**config.mk**
```make
export PLATFORM = sky130hd
export DESIGN_NAME = wake_pattern_filter
export DESIGN_NICKNAME = d
export VERILOG_FILES = /design/src/rtl/wpf_pkg.sv /design/src/rtl/wpf_regs.sv /design/src/rtl/wpf_frame.sv /design/src/rtl/wpf_lane.sv /design/src/rtl/wake_pattern_filter.sv
export SDC_FILE = /design/constraint.sdc
export NUM_CORES = 1
export LEC_CHECK = 0
export BUFFER_PORTS_ARGS = -buffer_cell sky130_fd_sc_hd__clkbuf_2
export CORE_MARGIN = 3
export CORE_UTILIZATION = 35
export DETAILED_ROUTE_END_ITERATION = 8
export GPL_TIMING_DRIVEN = 1
export SYNTH_ARGS = -nofsm -noshare
export SYNTH_HDL_FRONTEND = slang
export SYNTH_HIERARCHICAL = 1
export SYNTH_SLANG_ARGS = --single-unit
```
**constraint.sdc**
```tcl
create_clock -name clk_i -period 6.3 [get_ports clk_i]
set_input_delay 0.315 -clock clk_i [delete_from_list [all_inputs] [get_ports clk_i]]
set_output_delay 0.315 -clock clk_i [all_outputs]
set_load 0.005 [all_outputs]
```
**src/rtl/wpf_pkg.sv**
```systemverilog
package wpf_pkg;
  localparam int MASK_W = 31;
  localparam int CRC_W = 16;
  localparam logic [CRC_W-1:0] CRC_POLY = 16'h8005;
  localparam logic [CRC_W-1:0] CRC_SEED = 16'hFFFF;
  localparam int CMD_EN_BIT = 0;
  localparam int CMD_MC_BIT = 1;

  typedef enum logic [1:0] {
    FLD_MASK = 2'd0,
    FLD_OFS  = 2'd1,
    FLD_CMD  = 2'd2,
    FLD_CRC  = 2'd3
  } fld_e;

  // lsb-first fold of one byte
  function automatic logic [CRC_W-1:0] crc16_step(input logic [CRC_W-1:0] c,
                                                  input logic [7:0] d);
    logic [CRC_W-1:0] r;
    r = c;
    for (int b = 0; b < 8; b++) begin
      if (r[CRC_W-1] ^ d[b]) r = {r[CRC_W-2:0], 1'b0} ^ CRC_POLY;
      else                   r = {r[CRC_W-2:0], 1'b0};
    end
    return r;
  endfunction
endpackage

```
**src/rtl/wpf_regs.sv**
```systemverilog
module wpf_regs
  import wpf_pkg::*;
#(
  parameter int N_FILT = 4,
  parameter int OFS_W  = 8,
  localparam int FW = (N_FILT > 1) ? $clog2(N_FILT) : 1,
  localparam int AW = FW + 2
) (
  input  logic                           clk_i,
  input  logic                           rst_ni,
  input  logic                           wr_en_i,
  input  logic [AW-1:0]                  wr_addr_i,
  input  logic [31:0]                    wr_data_i,
  input  logic                           load_i,
  output logic [N_FILT-1:0][MASK_W-1:0]  mask_o,
  output logic [N_FILT-1:0][OFS_W-1:0]   ofs_o,
  output logic [N_FILT-1:0]              en_o,
  output logic [N_FILT-1:0]              mc_sel_o,
  output logic [N_FILT-1:0][CRC_W-1:0]   crc_o
);
  logic unused_data;
  assign unused_data = ^wr_data_i;

  for (genvar g = 0; g < N_FILT; g++) begin : g_flt
    logic [MASK_W-1:0] pm_q, am_q;
    logic [OFS_W-1:0]  po_q, ao_q;
    logic              pe_q, ae_q, pc_q, ac_q;
    logic [CRC_W-1:0]  pk_q, ak_q;
    logic              sel;

    assign sel = wr_en_i && (wr_addr_i[AW-1:2] == FW'(g));

    // staged copy, written any time
    always_ff @(posedge clk_i or negedge rst_ni) begin
      if (!rst_ni) begin
        pm_q <= '0;
        po_q <= '0;
        pe_q <= 1'b0;
        pc_q <= 1'b0;
        pk_q <= '0;
      end else if (sel) begin
        case (fld_e'(wr_addr_i[1:0]))
          FLD_MASK: pm_q <= wr_data_i[MASK_W-1:0];
          FLD_OFS:  po_q <= wr_data_i[OFS_W-1:0];
          FLD_CMD: begin
            pe_q <= wr_data_i[CMD_EN_BIT];
            pc_q <= wr_data_i[CMD_MC_BIT];
          end
          FLD_CRC:  pk_q <= wr_data_i[CRC_W-1:0];
          default: ;
        endcase
      end
    end

    // active copy, frozen for the frame
    always_ff @(posedge clk_i or negedge rst_ni) begin
      if (!rst_ni) begin
        am_q <= '0;
        ao_q <= '0;
        ae_q <= 1'b0;
        ac_q <= 1'b0;
        ak_q <= '0;
      end else if (load_i) begin
        am_q <= pm_q;
        ao_q <= po_q;
        ae_q <= pe_q;
        ac_q <= pc_q;
        ak_q <= pk_q;
      end
    end

    assign mask_o[g]   = load_i ? pm_q : am_q;
    assign ofs_o[g]    = load_i ? po_q : ao_q;
    assign en_o[g]     = load_i ? pe_q : ae_q;
    assign mc_sel_o[g] = load_i ? pc_q : ac_q;
    assign crc_o[g]    = load_i ? pk_q : ak_q;
  end
endmodule

```
**src/rtl/wpf_frame.sv**
```systemverilog
module wpf_frame #(
  parameter int POS_W = 12
) (
  input  logic             clk_i,
  input  logic             rst_ni,
  input  logic             sof_i,
  input  logic             vld_i,
  input  logic             eof_i,
  input  logic             bit0_i,
  output logic             sof_o,
  output logic             take_o,
  output logic             decide_o,
  output logic [POS_W-1:0] pos_o,
  output logic             mc_o
);
  logic             in_q;
  logic             mc_q;
  logic [POS_W-1:0] pos_q;

  assign sof_o    = sof_i && vld_i;
  assign take_o   = vld_i && (sof_i || in_q);
  assign decide_o = eof_i && (sof_o || in_q);
  assign pos_o    = sof_o ? '0 : pos_q;
  assign mc_o     = sof_o ? bit0_i : mc_q;

  always_ff @(posedge clk_i or negedge rst_ni) begin
    if (!rst_ni) begin
      in_q  <= 1'b0;
      mc_q  <= 1'b0;
      pos_q <= '0;
    end else begin
      if (sof_o) begin
        in_q <= 1'b1;
        mc_q <= bit0_i;
      end
      if (take_o && (pos_o != '1)) pos_q <= pos_o + 1'b1;
      else if (sof_o)              pos_q <= pos_o;
      if (decide_o) in_q <= 1'b0;
    end
  end
endmodule

```
**src/rtl/wpf_lane.sv**
```systemverilog
module wpf_lane
  import wpf_pkg::*;
#(
  parameter int OFS_W = 8,
  parameter int POS_W = 12
) (
  input  logic              clk_i,
  input  logic              rst_ni,
  input  logic              sof_i,
  input  logic              take_i,
  input  logic [7:0]        byte_i,
  input  logic [POS_W-1:0]  pos_i,
  input  logic [MASK_W-1:0] mask_i,
  input  logic [OFS_W-1:0]  ofs_i,
  input  logic              en_i,
  input  logic              mc_sel_i,
  input  logic              mc_i,
  input  logic [CRC_W-1:0]  crc_exp_i,
  output logic              hit_o
);
  logic [POS_W-1:0] ofs_ext, rel;
  logic             in_win, sel;
  logic [CRC_W-1:0] crc_q, crc_base, crc_nxt;

  assign ofs_ext  = POS_W'(ofs_i);
  assign rel      = pos_i - ofs_ext;
  assign in_win   = (pos_i >= ofs_ext) && (rel < POS_W'(MASK_W));
  assign sel      = take_i && in_win && mask_i[rel[4:0]];
  assign crc_base = sof_i ? CRC_SEED : crc_q;
  assign crc_nxt  = sel ? crc16_step(crc_base, byte_i) : crc_base;
  assign hit_o    = en_i && (mc_sel_i == mc_i) && (crc_nxt == crc_exp_i);

  always_ff @(posedge clk_i or negedge rst_ni) begin
    if (!rst_ni)     crc_q <= CRC_SEED;
    else if (take_i) crc_q <= crc_nxt;
  end
endmodule

```
**src/rtl/wake_pattern_filter.sv**
```systemverilog
module wake_pattern_filter
  import wpf_pkg::*;
#(
  parameter int N_FILT = 4,
  parameter int OFS_W  = 8,
  parameter int POS_W  = 12,
  localparam int FW = (N_FILT > 1) ? $clog2(N_FILT) : 1,
  localparam int AW = FW + 2
) (
  input  logic              clk_i,
  input  logic              rst_ni,
  input  logic              byte_vld_i,
  input  logic [7:0]        byte_i,
  input  logic              sof_i,
  input  logic              eof_i,
  input  logic              good_i,
  input  logic              wr_en_i,
  input  logic [AW-1:0]     wr_addr_i,
  input  logic [31:0]       wr_data_i,
  output logic              wake_o,
  output logic [N_FILT-1:0] match_o
);
  logic                          sof_v, take, decide, mc;
  logic [POS_W-1:0]              pos;
  logic [N_FILT-1:0][MASK_W-1:0] mask;
  logic [N_FILT-1:0][OFS_W-1:0]  ofs;
  logic [N_FILT-1:0][CRC_W-1:0]  crc_exp;
  logic [N_FILT-1:0]             en_eff, mc_sel, hits;
  logic                          wake_q;
  logic [N_FILT-1:0]             match_q;

  wpf_frame #(.POS_W(POS_W)) u_frame (
    .clk_i    (clk_i),
    .rst_ni   (rst_ni),
    .sof_i    (sof_i),
    .vld_i    (byte_vld_i),
    .eof_i    (eof_i),
    .bit0_i   (byte_i[0]),
    .sof_o    (sof_v),
    .take_o   (take),
    .decide_o (decide),
    .pos_o    (pos),
    .mc_o     (mc)
  );

  wpf_regs #(.N_FILT(N_FILT), .OFS_W(OFS_W)) u_regs (
    .clk_i     (clk_i),
    .rst_ni    (rst_ni),
    .wr_en_i   (wr_en_i),
    .wr_addr_i (wr_addr_i),
    .wr_data_i (wr_data_i),
    .load_i    (sof_v),
    .mask_o    (mask),
    .ofs_o     (ofs),
    .en_o      (en_eff),
    .mc_sel_o  (mc_sel),
    .crc_o     (crc_exp)
  );

  for (genvar g = 0; g < N_FILT; g++) begin : g_lane
    wpf_lane #(.OFS_W(OFS_W), .POS_W(POS_W)) u_lane (
      .clk_i     (clk_i),
      .rst_ni    (rst_ni),
      .sof_i     (sof_v),
      .take_i    (take),
      .byte_i    (byte_i),
      .pos_i     (pos),
      .mask_i    (mask[g]),
      .ofs_i     (ofs[g]),
      .en_i      (en_eff[g]),
      .mc_sel_i  (mc_sel[g]),
      .mc_i      (mc),
      .crc_exp_i (crc_exp[g]),
      .hit_o     (hits[g])
    );
  end

  always_ff @(posedge clk_i or negedge rst_ni) begin
    if (!rst_ni) begin
      wake_q  <= 1'b0;
      match_q <= '0;
    end else begin
      wake_q <= decide && good_i && (|hits);
      if (decide && good_i) match_q <= hits;
    end
  end

  assign wake_o  = wake_q;
  assign match_o = match_q;
endmodule

```
==> results of run 1 <==
[worst max-delay path, delay by kind of cell]
family,cells,cell delay [ns]
AO/OA/AOI/OAI,5,1.71
AND/OR/NAND/NOR,6,1.55
buffers and inverters,5,1.23
multiplexers,2,0.74
adder cells (fa/ha/maj),1,0.28
XOR/XNOR,1,0.15
[final timing paths]
path / start / to / slack [ns] / cells past startpoint
min in group asynchronous: rst_ni / u_regs/g_flt[0].am_q[18]$_DFF_PN0_ / 0.42 / 2
hold reg to reg: u_regs/g_flt[0].am_q[9]$_DFF_PN0_ / u_regs/g_flt[0].am_q[9]$_DFF_PN0_ / 0.49 / 1
setup reg to reg: u_frame/pos_q[0]$_DFFE_PN0P_ / wake_o$_DFF_PN0_ / 0.96 / 17
hold / removal: good_i / wake_o$_DFF_PN0_ / 0.04 / 3
max in group asynchronous: rst_ni / match_o[3]$_DFFE_PN0P_ / 4.30 / 3
setup / recovery: byte_vld_i / wake_o$_DFF_PN0_ / 0.83 / 20
[cell usage after synthesis (all sizes together) (37+ instances only)]
cell type  count  area (um^2)
nor2         162          621
inv           89          334
dfstp         64         1680
xnor2        108          976
mux2         480         5420
xor2          42          383
nand2         53          201
clkbuf        59          224
dfrtp        475        11900
buf           45          308
mux2i         51          510
o21ai         51          267
nor3          37          195
a21oi         62          310
[metrics by stage]
stage	hold WS [ns]	instances	total power, mW
after global routing	0.0301	3313	12.6
after detailed placement	0.480	3207	8.56
after CTS	0.00756	3313	12.0
final	0.0407	3317	11.9
after floorplan	0.0194	2187	7.45
after global placement	0.467	3207	8.42
[power groups by stage]
stage | clock network [mW] | logic (mW) | registers, mW
2_1_floorplan | 0 | 2.87 | 4.58
3_3_place_gp | 0 | 3.76 | 4.66
3_5_place_dp | 0 | 3.85 | 4.71
4_1_cts | 3.48 | 3.88 | 4.65
5_1_grt | 3.63 | 4.19 | 4.74
6_report | 3.39 | 3.87 | 4.64
[per-layer routing]
layer,GRT usage (%),vias up,routed length (um)
met3,3.06,110,3850
met5,0,-,16
met1,23.5,9167,31900
li1,-,8030,-
met2,26.5,439,31800
met4,5.05,2,1800
[area by class of cell]
| cell class | instances | area [um^2] | share of cell area (%) |
|---|---|---|---|
| tap | 1040 | 1300 | 4.24 |
| timing repair buffer | 86 | 601 | 1.96 |
| multi-input combinational | 1455 | 13000 | 42.3 |
| sequential | 539 | 13600 | 44.2 |
| antenna | 4 | 10.0 | 0.0326 |
| inverter | 89 | 342 | 1.11 |
| clock buffer | 82 | 1620 | 5.27 |
| clock inverter | 22 | 263 | 0.856 |
[flip-flops by register name, summed over array words and instances, names as in the netlist]
name,flops
u_regs/g_flt.po_q,32
u_regs/g_flt.pk_q,64
u_frame/pos_q,12
u_regs/g_flt.am_q,124
u_regs/g_flt.pe_q,4
u_frame/in_q,1
u_regs/g_flt.pc_q,4
u_frame/mc_q,1
match_o,4
wake_o,1
u_regs/g_flt.ao_q,32
u_regs/g_flt.ak_q,64
g_lane.u_lane/crc_q,64
u_regs/g_flt.ac_q,4
u_regs/g_flt.pm_q,124
u_regs/g_flt.ae_q,4
[kinds of logic after synthesis]
| family | Yosys count |
|---|---|
| multiplexers | 561 |
| AO/OA/AOI/OAI | 321 |
| AND/OR/NAND/NOR | 378 |
| XOR/XNOR | 158 |
| adder cells (fa/ha/maj) | 37 |
| buffers and inverters | 193 |
| flip-flops | 539 |
==> metrics.yaml, run 1 <==
run_status:
  status: "completed"
global_route:
  overflow: 0
  grt_max_degree: 173
  grt_pass1_vias: 18100
  grtUsageTotal_pct: 16.8
  antenna_found_initial: 11
  grt_pass1_wl_um: 108000
power_and_ir_drop:
  intPower_mw: 8.15
  combPwrFrac_pct: 32.5
  swShare_pct: 31.5
  p_sw_mw: 3.75
  p_clk_share_pct: 28.5
  power_density_mw_per_mm2: 388
  leakage_nw: 12.9
  power_frac_seq_pct: 39.0
  ir_worst_vdd_mv: 0.277
clock_tree:
  ctsHoldBuffers: 2
  clk_latency_ns: 0.62
  htreeDepth: 2
  root_buffer: "clkbuf_16"
  post_cts_buffers: 0
  clkTransAtPathRegs_ns: 0.06
  cts_num_sinks: 539
  post_cts_resized: 0
  cts_buffers: 56
  ctsLongestPathBuffers: 3
  cts_tree: "built"
routing:
  vias: 17700
  route.detailed.drc: 0
  routedWlPerCell_um: 20.9
  drt_wl_total_um: 69400
  drtAntennaViolNets: 0
  drtIter0Drc: 1338
  drtPass1Iterations: 6
  via_per_inst: 5.35
layout:
  final_common_cell: "dfrtp_1"
  fin_nets: 2315
  final_core_utilization_pct: 39.6
  fill_cells: 7456
  drive_gt1_share_pct: 34.3
  final_cell_mix: "dfrtp_1, mux2_2, nor2_1"
  area_delta_synth_final_pct: 11.9
  finalInstanceArea_mm2: 0.0307
flow_run:
  maxCapViolations: 0
worst_setup_path:
  path_cells: "clkbuf_2 -> nand2_1 -> inv_8 -> buf_4 -> mux2_2 -> inv_1 -> ha_1 -> a21o_1 -> a2111oi_0 -> a21oi_1 -> xnor2_1 -> a2111o_1 -> or3_1 -> o311ai_1 -> mux2i_1 -> nand4_1 -> nor4b_2 -> buf_4 -> nor4_1 -> nor2_1"
  cpMostUsedCell: "buf_4"
  cpMaxStageDelayCell: "a2111o_1"
  crit_fanout: 41
  crit_required_ns: 6.84
  setup.worst_path.end_class: "flip-flop"
  cp_slowest_stage_delay_ns: 0.52
  crit_type: "in2reg"
  worst_ep_arrival_time_ns: 6.02
  start_kind: "input pin"
synth:
  async_flop_share_pct: 100
  yosys_most_used_dff: "dfrtp_1"
  synth_compound_area_share_pct: 8.58
  synth_xor_area_share_pct: 5.62
  synth_nets: 2275
  synth-edff-count: 0
  synthCells: 2187
  synthAdderAreaFrac_pct: 1.80
  synth.area.mux_share_pct: 24.4
  synth_top_family_by_area: "multiplexers"
  synth_area_mm2: 0.0274
  yosysSeqAreaShare_pct: 49.5
  synth_warnings: 6
  syn_area_per_cell_um2: 12.5
  synth-simple-area-share_pct: 7.05
  yosysUniqueCellTypes: 92
  synth-seq-cells: 539
floorplan:
  rows: 102
  pin_count: 56
  fp.dieW_um: 286
  start_util_pct: 35.4
  core_area_mm2: 0.0776
  die_h_um: 286
  die-area_mm2: 0.0818
timing:
  setup_violations: 0
  worst_clock_skew_ns: 0.0220
  worst_pin_slew_ns: 1.05
  tns_ns: 0
  slew_headroom_pct: 30.1
  rsz0062_at_grt: "false"
  period_share_pct: 86.9
  drv_slew: 0
  finalWorstSetupSlack_ns: 0.827
  fmax_ghz: 0.183
  finalCriticalPeriod_ns: 5.47
  hold_violations: 0
min_path:
  hold_class: "in2reg"
placement:
  pre_cts_slack_ns: 0.237
  place_hpwl_um: 45400
  io_buffers: 54
  gp_congestion: 0.851
  placed_area_mm2: 0.0288
Power figures use the tool's default switching activity.
==> run 2, diff against run 1 <==
==> constraint.sdc (replaced) <==
create_clock -name clk_i -period 4.9 [get_ports clk_i]
set_input_delay 0.245 -clock clk_i [delete_from_list [all_inputs] [get_ports clk_i]]
set_output_delay 0.245 -clock clk_i [all_outputs]
set_load 0.005 [all_outputs]
==> metrics.yaml, run 2 (same netlist as run 1, synthesis figures left out) <==
power_and_ir_drop:
  leakage_nw: 14.1  # was 12.9 nW
  power_density_mw_per_mm2: 509  # was 388 mW/mm^2
  p_total_mw: 16.7  # was 11.9 mW
  ir_worst_vdd_mv: 0.310  # was 0.277 mV
layout:
  final_cell_mix: "dfrtp_1, mux2_2, buf_4"  # was dfrtp_1, mux2_2, nor2_1
  finalInstanceArea_mm2: 0.0329  # was 0.0307 mm^2
  instances_no_fill: 3504  # was 3317
  fin_nets: 2502  # was 2315
  final_common_cell: "dfrtp_1"  # unchanged
  drive_gt1_share_pct: 40.6  # was 34.3%
  top_regs: "u_regs/g_flt.am_q: 124 flops, u_regs/g_flt.pm_q: 124 flops"  # unchanged
  area_delta_synth_final_pct: 19.9  # was 11.9%
worst_setup_path:
  setup.worst_path.end_class: "flip-flop"  # unchanged
  r2r_end: "wake_o$_DFF_PN0_"  # unchanged
  r2r_start: "u_frame/pos_q[0]$_DFFE_PN0P_"  # unchanged
  start_kind: "flip-flop"  # was input pin
  crit_type: "reg2reg"  # was in2reg
  worst_ep_arrival_time_ns: 5.22  # was 6.02 ns
  startpoint: "u_frame/pos_q[0]$_DFFE_PN0P_"  # was byte_vld_i
  crit_fanout: 8  # was 41
  r2r_cells: 20  # was 17
  r2r_slack_ns: 0.18  # was 0.96 ns
  crit_required_ns: 5.40  # was 6.84 ns
min_path:
  holdPathStages: 2  # was 3
  hold_end: "u_regs/g_flt[0].pm_q[20]$_DFFE_PN0P_"  # was wake_o$_DFF_PN0_
  hold_start: "wr_data_i[20]"  # was good_i
  hold_class: "in2reg"  # unchanged
global_route:
  grt_pass1_wl_um: 114000  # was 108000 um
  grtUsageTotal_pct: 17.8  # was 16.8%
  antenna_found_initial: 6  # was 11
  overflow: 0  # unchanged
  grt_pass1_vias: 19000  # was 18100
  grt_max_degree: 173  # unchanged
routing:
  drtIter0Drc: 1216  # was 1338
  drt_wl_total_um: 73500  # was 69400 um
  drtPass1Iterations: 5  # was 6
  drtAntennaViolNets: 0  # unchanged
  vias: 18300  # was 17700
  route.detailed.drc: 0  # unchanged
  routedWlPerCell_um: 21.0  # was 20.9 um
  via_per_inst: 5.22  # was 5.35
clock_tree:
  cts_buffers: 59  # was 56
  clk_latency_ns: 0.62  # about the same
  clkTransAtPathRegs_ns: 0.06  # about the same
  cts_tree: "built"  # unchanged
  cts_num_sinks: 539  # unchanged
  ctsLongestPathBuffers: 3  # unchanged
  htreeDepth: 2  # unchanged
  root_buffer: "clkbuf_16"  # unchanged
timing:
  rsz0062_at_grt: "false"  # unchanged
  slew_headroom_pct: 33.9  # was 30.1%
  fmax_ghz: 0.212
  tns_ns: 0  # unchanged
  worst_pin_slew_ns: 0.991  # was 1.05 ns
  period_share_pct: 96.4
  setup_violations: 0  # unchanged
  hold_violations: 0  # unchanged
  drv_slew: 0  # unchanged
  finalCriticalPeriod_ns: 4.72
  worst_clock_skew_ns: 0.0150  # was 0.0220 ns
floorplan:
  core_area_mm2: 0.0776  # unchanged
  start_util_pct: 35.4  # unchanged
  die_h_um: 286  # unchanged
  rows: 102  # unchanged
  fp.dieW_um: 286  # unchanged
  die-area_mm2: 0.0818  # unchanged
  pin_count: 56  # unchanged
run_status:
  status: "completed"  # unchanged
placement:
  io_buffers: 54  # unchanged
  placed_area_mm2: 0.0301  # was 0.0288 mm^2
  gp_congestion: 0.879  # was 0.851
  place_inst: 3364  # was 3207
  place_hpwl_um: 49400  # was 45400 um
flow_run:
  maxCapViolations: 0  # unchanged
==> run 2: changes by cell type in the layout (fill, tap and decap cells not counted), moves of 6 or more <==
cell           before  now
buf_6               0    6
buf_12              6   17
ha_1               33   27
dlygate4sd3_1       2   17
buf_4              24  174
mux2i_1            51   42
==> run 2: power breakdown <==
part	leakage (nW)	internal (mW)	switching (mW)
clock network	1.03	2.92	1.85
logic	6.52	3.08	2.92
registers	6.53	5.56	0.420
==> run 2: what timing repair did <==
action	in CTS	in global routing
cloned	0	1
pin swaps	5	26
resized for setup	11	65
buffers inserted	0	11
hold endpoints to repair	111	0
setup endpoints to repair	3	4
hold buffers	17	0
==> run 2: stage by stage <==
stage	hold WS (ns)	utilization [%]	setup slack [ns]
2_1_floorplan	-0.0506	-	0.0154
3_3_place_gp	0.218	38.8	-0.509
3_5_place_dp	0.222	38.8	-0.529
4_1_cts	0.00455	41.8	0.0219
5_1_grt	0.0241	42.4	0.0000964
6_report	0.0456	42.4	0.179
==> run 2: critical path: stages (launching register included) <==
cell and delay [ns]:
dfrtp_1 0.38, and2_4 0.18, inv_1 0.06, ha_1 0.17, inv_1 0.06, fa_1 0.42, xor2_2 0.22, buf_12 0.16
mux4_1 0.28, mux2_2 0.32, mux4_2 0.61, o211a_2 0.26, buf_12 0.15, buf_4 0.15, mux2i_1 0.25, mux2i_1 0.25
a21oi_1 0.06, a21oi_1 0.17, nor4_2 0.08, nor4_1 0.29, nor2_1 0.09
==> run 2: worst max path at each step <==
stage	slack [ns]	cells after the start	endpoint
2_1_floorplan	0.02	18	match_o[1]$_DFFE_PN0P_
3_3_place_gp	-0.51	20	wake_o$_DFF_PN0_
6_report	0.18	20	wake_o$_DFF_PN0_
3_5_place_dp	-0.53	20	wake_o$_DFF_PN0_
5_1_grt	0.0001	20	wake_o$_DFF_PN0_
4_1_cts	0.02	18	wake_o$_DFF_PN0_
==> run 2: cell type report <==
cell class,count,area [um^2]
fill,7222,44700
sequential,539,13600
multi-input combinational,1455,13400
timing repair buffer,270,2200
clock buffer,82,1680
tap,1040,1300
clock inverter,27,412
inverter,89,345
antenna,2,5.00
==> run 2: routing by layer <==
layer / track usage [%] / up-vias / part of all wire (%)
met4: 5.57 / 0 / 2.8
met5: 0 / - / 0
met2: 28.2 / 394 / 46
li1: - / 8412 / -
met1: 25.3 / 9375 / 47
met3: 2.37 / 117 / 3.9
==> run 3, diff against run 2 <==
--- a/config.mk
+++ b/config.mk
@@ -6,10 +6,14 @@
 export NUM_CORES = 1
 export LEC_CHECK = 0
 export BUFFER_PORTS_ARGS = -buffer_cell sky130_fd_sc_hd__clkbuf_2
+export CELL_PAD_IN_SITES_DETAIL_PLACEMENT = 0
+export CELL_PAD_IN_SITES_GLOBAL_PLACEMENT = 1
+export CORE_ASPECT_RATIO = 1.5
 export CORE_MARGIN = 3
 export CORE_UTILIZATION = 35
 export DETAILED_ROUTE_END_ITERATION = 8
 export GPL_TIMING_DRIVEN = 1
+export PLACE_DENSITY_LB_ADDON = 0.1
 export SYNTH_ARGS = -nofsm -noshare
 export SYNTH_HDL_FRONTEND = slang
 export SYNTH_HIERARCHICAL = 1
==> metrics.yaml, run 3 (same netlist as run 1, synthesis figures left out) <==
run_status:
  status: "completed"  # unchanged
placement:
  pre_cts_slack_ns: -0.506  # was -0.529 ns
  place_inst: 3373  # was 3364
  gp_congestion: 0.823  # was 0.879
  io_buffers: 54  # unchanged
  place_hpwl_um: 55300  # was 49400 um
layout:
  drive_gt1_share_pct: 40.6  # about the same
  instances_no_fill: 3508  # was 3504
  seqCellArea_mm2: 0.0136  # unchanged
  final_cell_mix: "dfrtp_1, mux2_2, buf_4"  # unchanged
  area_delta_synth_final_pct: 19.7  # was 19.9%
  final_core_utilization_pct: 42.3  # was 42.4%
  top_regs: "u_regs/g_flt.am_q: 124 flops, u_regs/g_flt.pm_q: 124 flops"  # unchanged
  fin_nets: 2531  # was 2502
  final_common_cell: "dfrtp_1"  # unchanged
  multiInputGateArea_mm2: 0.0132  # was 0.0134 mm^2
  fill_cells: 7406  # was 7222
flow_run:
  maxCapViolations: 0  # unchanged
global_route:
  overflow: 0  # unchanged
  grtUsageTotal_pct: 19.5  # was 17.8%
  grt_max_degree: 126  # was 173
  grt_pass1_wl_um: 124000  # was 114000 um
  antenna_found_initial: 6  # unchanged
  grt_pass1_vias: 19700  # was 19000
clock_tree:
  root_buffer: "clkbuf_16"  # unchanged
  clk_latency_ns: 0.63  # was 0.62 ns
  cts_buffers: 57  # was 59
  cts_tree: "built"  # unchanged
  cts_num_sinks: 539  # unchanged
  clkTransAtPathRegs_ns: 0.06  # about the same
  ctsLongestPathBuffers: 3  # unchanged
  htreeDepth: 2  # unchanged
min_path:
  hold_class: "in2reg"  # unchanged
  holdPathStages: 2  # unchanged
worst_setup_path:
  r2r_end: "match_o[1]$_DFFE_PN0P_"  # was wake_o$_DFF_PN0_
  crit_path_end: "match_o[1]$_DFFE_PN0P_"  # was wake_o$_DFF_PN0_
  worst_ep_arrival_time_ns: 5.41  # was 5.22 ns
  cp.depth: 17  # was 20
  cpMostUsedCell: "buf_4"
  crit_type: "reg2reg"  # unchanged
  r2r_start: "u_frame/pos_q[1]$_DFFE_PN0P_"  # was u_frame/pos_q[0]$_DFFE_PN0P_
  crit_required_ns: 5.47  # was 5.40 ns
  startpoint: "u_frame/pos_q[1]$_DFFE_PN0P_"  # was u_frame/pos_q[0]$_DFFE_PN0P_
  start_kind: "flip-flop"  # unchanged
  cp_slowest_stage_delay_ns: 0.52  # was 0.61 ns
  r2r_slack_ns: 0.06  # was 0.18 ns
  r2r_cells: 17  # was 20
  cpMaxStageDelayCell: "mux4_2"  # unchanged
  setup.worst_path.end_class: "flip-flop"  # unchanged
  path_cells: "and2_1 -> buf_12 -> fa_2 -> xnor2_4 -> buf_12 -> mux4_2 -> mux2_2 -> a22o_1 -> buf_4 -> o41ai_1 -> o311ai_2 -> buf_4 -> mux2i_1 -> nand4_1 -> nor4b_4 -> buf_4 -> mux2_4"  # was and2_4 -> inv_1 -> ha_1 -> inv_1 -> fa_1 -> xor2_2 -> buf_12 -> mux4_1 -> mux2_2 -> mux4_2 -> o211a_2 -> buf_12 -> buf_4 -> mux2i_1 -> mux2i_1 -> a21oi_1 -> a21oi_1 -> nor4_2 -> nor4_1 -> nor2_1
  crit_fanout: 8  # unchanged
  critPathTopFamily: "multiplexers"  # unchanged
  critPathBufInv: 5  # unchanged
timing:
  hold_violations: 0  # unchanged
  fmax_ghz: 0.206  # was 0.212 GHz
  tns_ns: 0  # unchanged
  drv_slew: 0  # unchanged
  finalWorstSetupSlack_ns: 0.0551  # was 0.179 ns
  period_share_pct: 98.9  # was 96.4%
  setup_violations: 0  # unchanged
  slew_headroom_pct: 32.9  # was 33.9%
  finalCriticalPeriod_ns: 4.84  # was 4.72 ns
  worst_clock_skew_ns: 0.0128  # was 0.0150 ns
  worst_pin_slew_ns: 1.00  # was 0.991 ns
power_and_ir_drop:
  intPower_mw: 11.4  # was 11.6 mW
  combPwrFrac_pct: 35.5  # was 35.8%
  ir_worst_vdd_mv: 0.310  # about the same
  p_total_mw: 16.6  # was 16.7 mW
  swShare_pct: 30.8  # was 31.0%
  leakage_nw: 14.2  # was 14.1 nW
  power_frac_seq_pct: 36.1  # was 35.7%
  power_density_mw_per_mm2: 504  # was 509 mW/mm^2
  p_sw_mw: 5.11  # was 5.19 mW
  p_clk_share_pct: 28.4  # was 28.5%
routing:
  route.detailed.drc: 0  # unchanged
  drtIter0Drc: 728  # was 1216
  drtAntennaViolNets: 0  # unchanged
  vias: 18300  # about the same
  drt_wl_total_um: 80000  # was 73500 um
  drtPass1Iterations: 5  # unchanged
  routedWlPerCell_um: 22.8  # was 21.0 um
  via_per_inst: 5.21  # was 5.22
floorplan:
  rows: 125  # was 102
  start_util_pct: 35.4  # about the same
  die-area_mm2: 0.0819  # was 0.0818 mm^2
  die_h_um: 349  # was 286 um
  core_area_mm2: 0.0776  # about the same
  fp.dieW_um: 235  # was 286 um
  pin_count: 56  # unchanged
## run 3: layout make-up
type,count,area share (%)
clock inverters,25,1.12
multi-input cells,1455,40.2
inverters,89,1.04
clock buffers,82,5.12
well taps,1016,3.87
repair buffers,301,7.35
diodes,1,0.00762
flip-flops and latches,539,41.3
## run 3: power by group through the flow
stage          Clock, mW  Sequential, mW  Combinational (mW)
2_1_floorplan          0            5.89                3.71
3_3_place_gp           0            6.01                5.69
3_5_place_dp           0            6.06                5.76
4_1_cts             4.87            5.98                5.89
5_1_grt             5.07            6.10                6.40
6_report            4.70            5.97                5.88
## run 3: worst min path at each step
| stage | start | to | slack [ns] |
|---|---|---|---|
| finish | wr_data_i[16] | u_regs/g_flt[2].pm_q[16]$_DFFE_PN0P_ | 0.04 |
| global placement | rst_ni | u_regs/g_flt[0].pm_q[1]$_DFFE_PN0P_ | 0.29 |
| global route | wr_data_i[16] | u_regs/g_flt[2].pm_q[16]$_DFFE_PN0P_ | 0.009 |
| floorplan | rst_ni | match_o[0]$_DFFE_PN0P_ | -0.05 |
| CTS | wr_data_i[27] | u_regs/g_flt[0].pm_q[27]$_DFFE_PN0P_ | 0.003 |
| detailed placement | rst_ni | u_regs/g_flt[0].pm_q[1]$_DFFE_PN0P_ | 0.29 |
## run 3: layer usage
layer  GRT usage (%)  routed length, um
met2            36.8              42900
met5               0                 14
met1            23.2              32500
met4            5.88               2480
met3            2.27               2140
## run 3: timing repair
action	CTS	global route
setup buffers	10	3
gates resized for setup	16	18
setup endpoints to repair	3	4
pin swaps	9	7
hold endpoints to repair	110	0
hold buffers	13	0
cloned	1	0
## run 3: per-stage QoR
| step | hold WS (ns) | area [um^2] |
|---|---|---|
| 6_report | 0.0366 | 32800 |
| 5_1_grt | 0.00890 | 32800 |
| 4_1_cts | 0.00254 | 32700 |
| 3_5_place_dp | 0.291 | 30400 |
| 3_3_place_gp | 0.288 | 30400 |
| 2_1_floorplan | -0.0506 | 27500 |
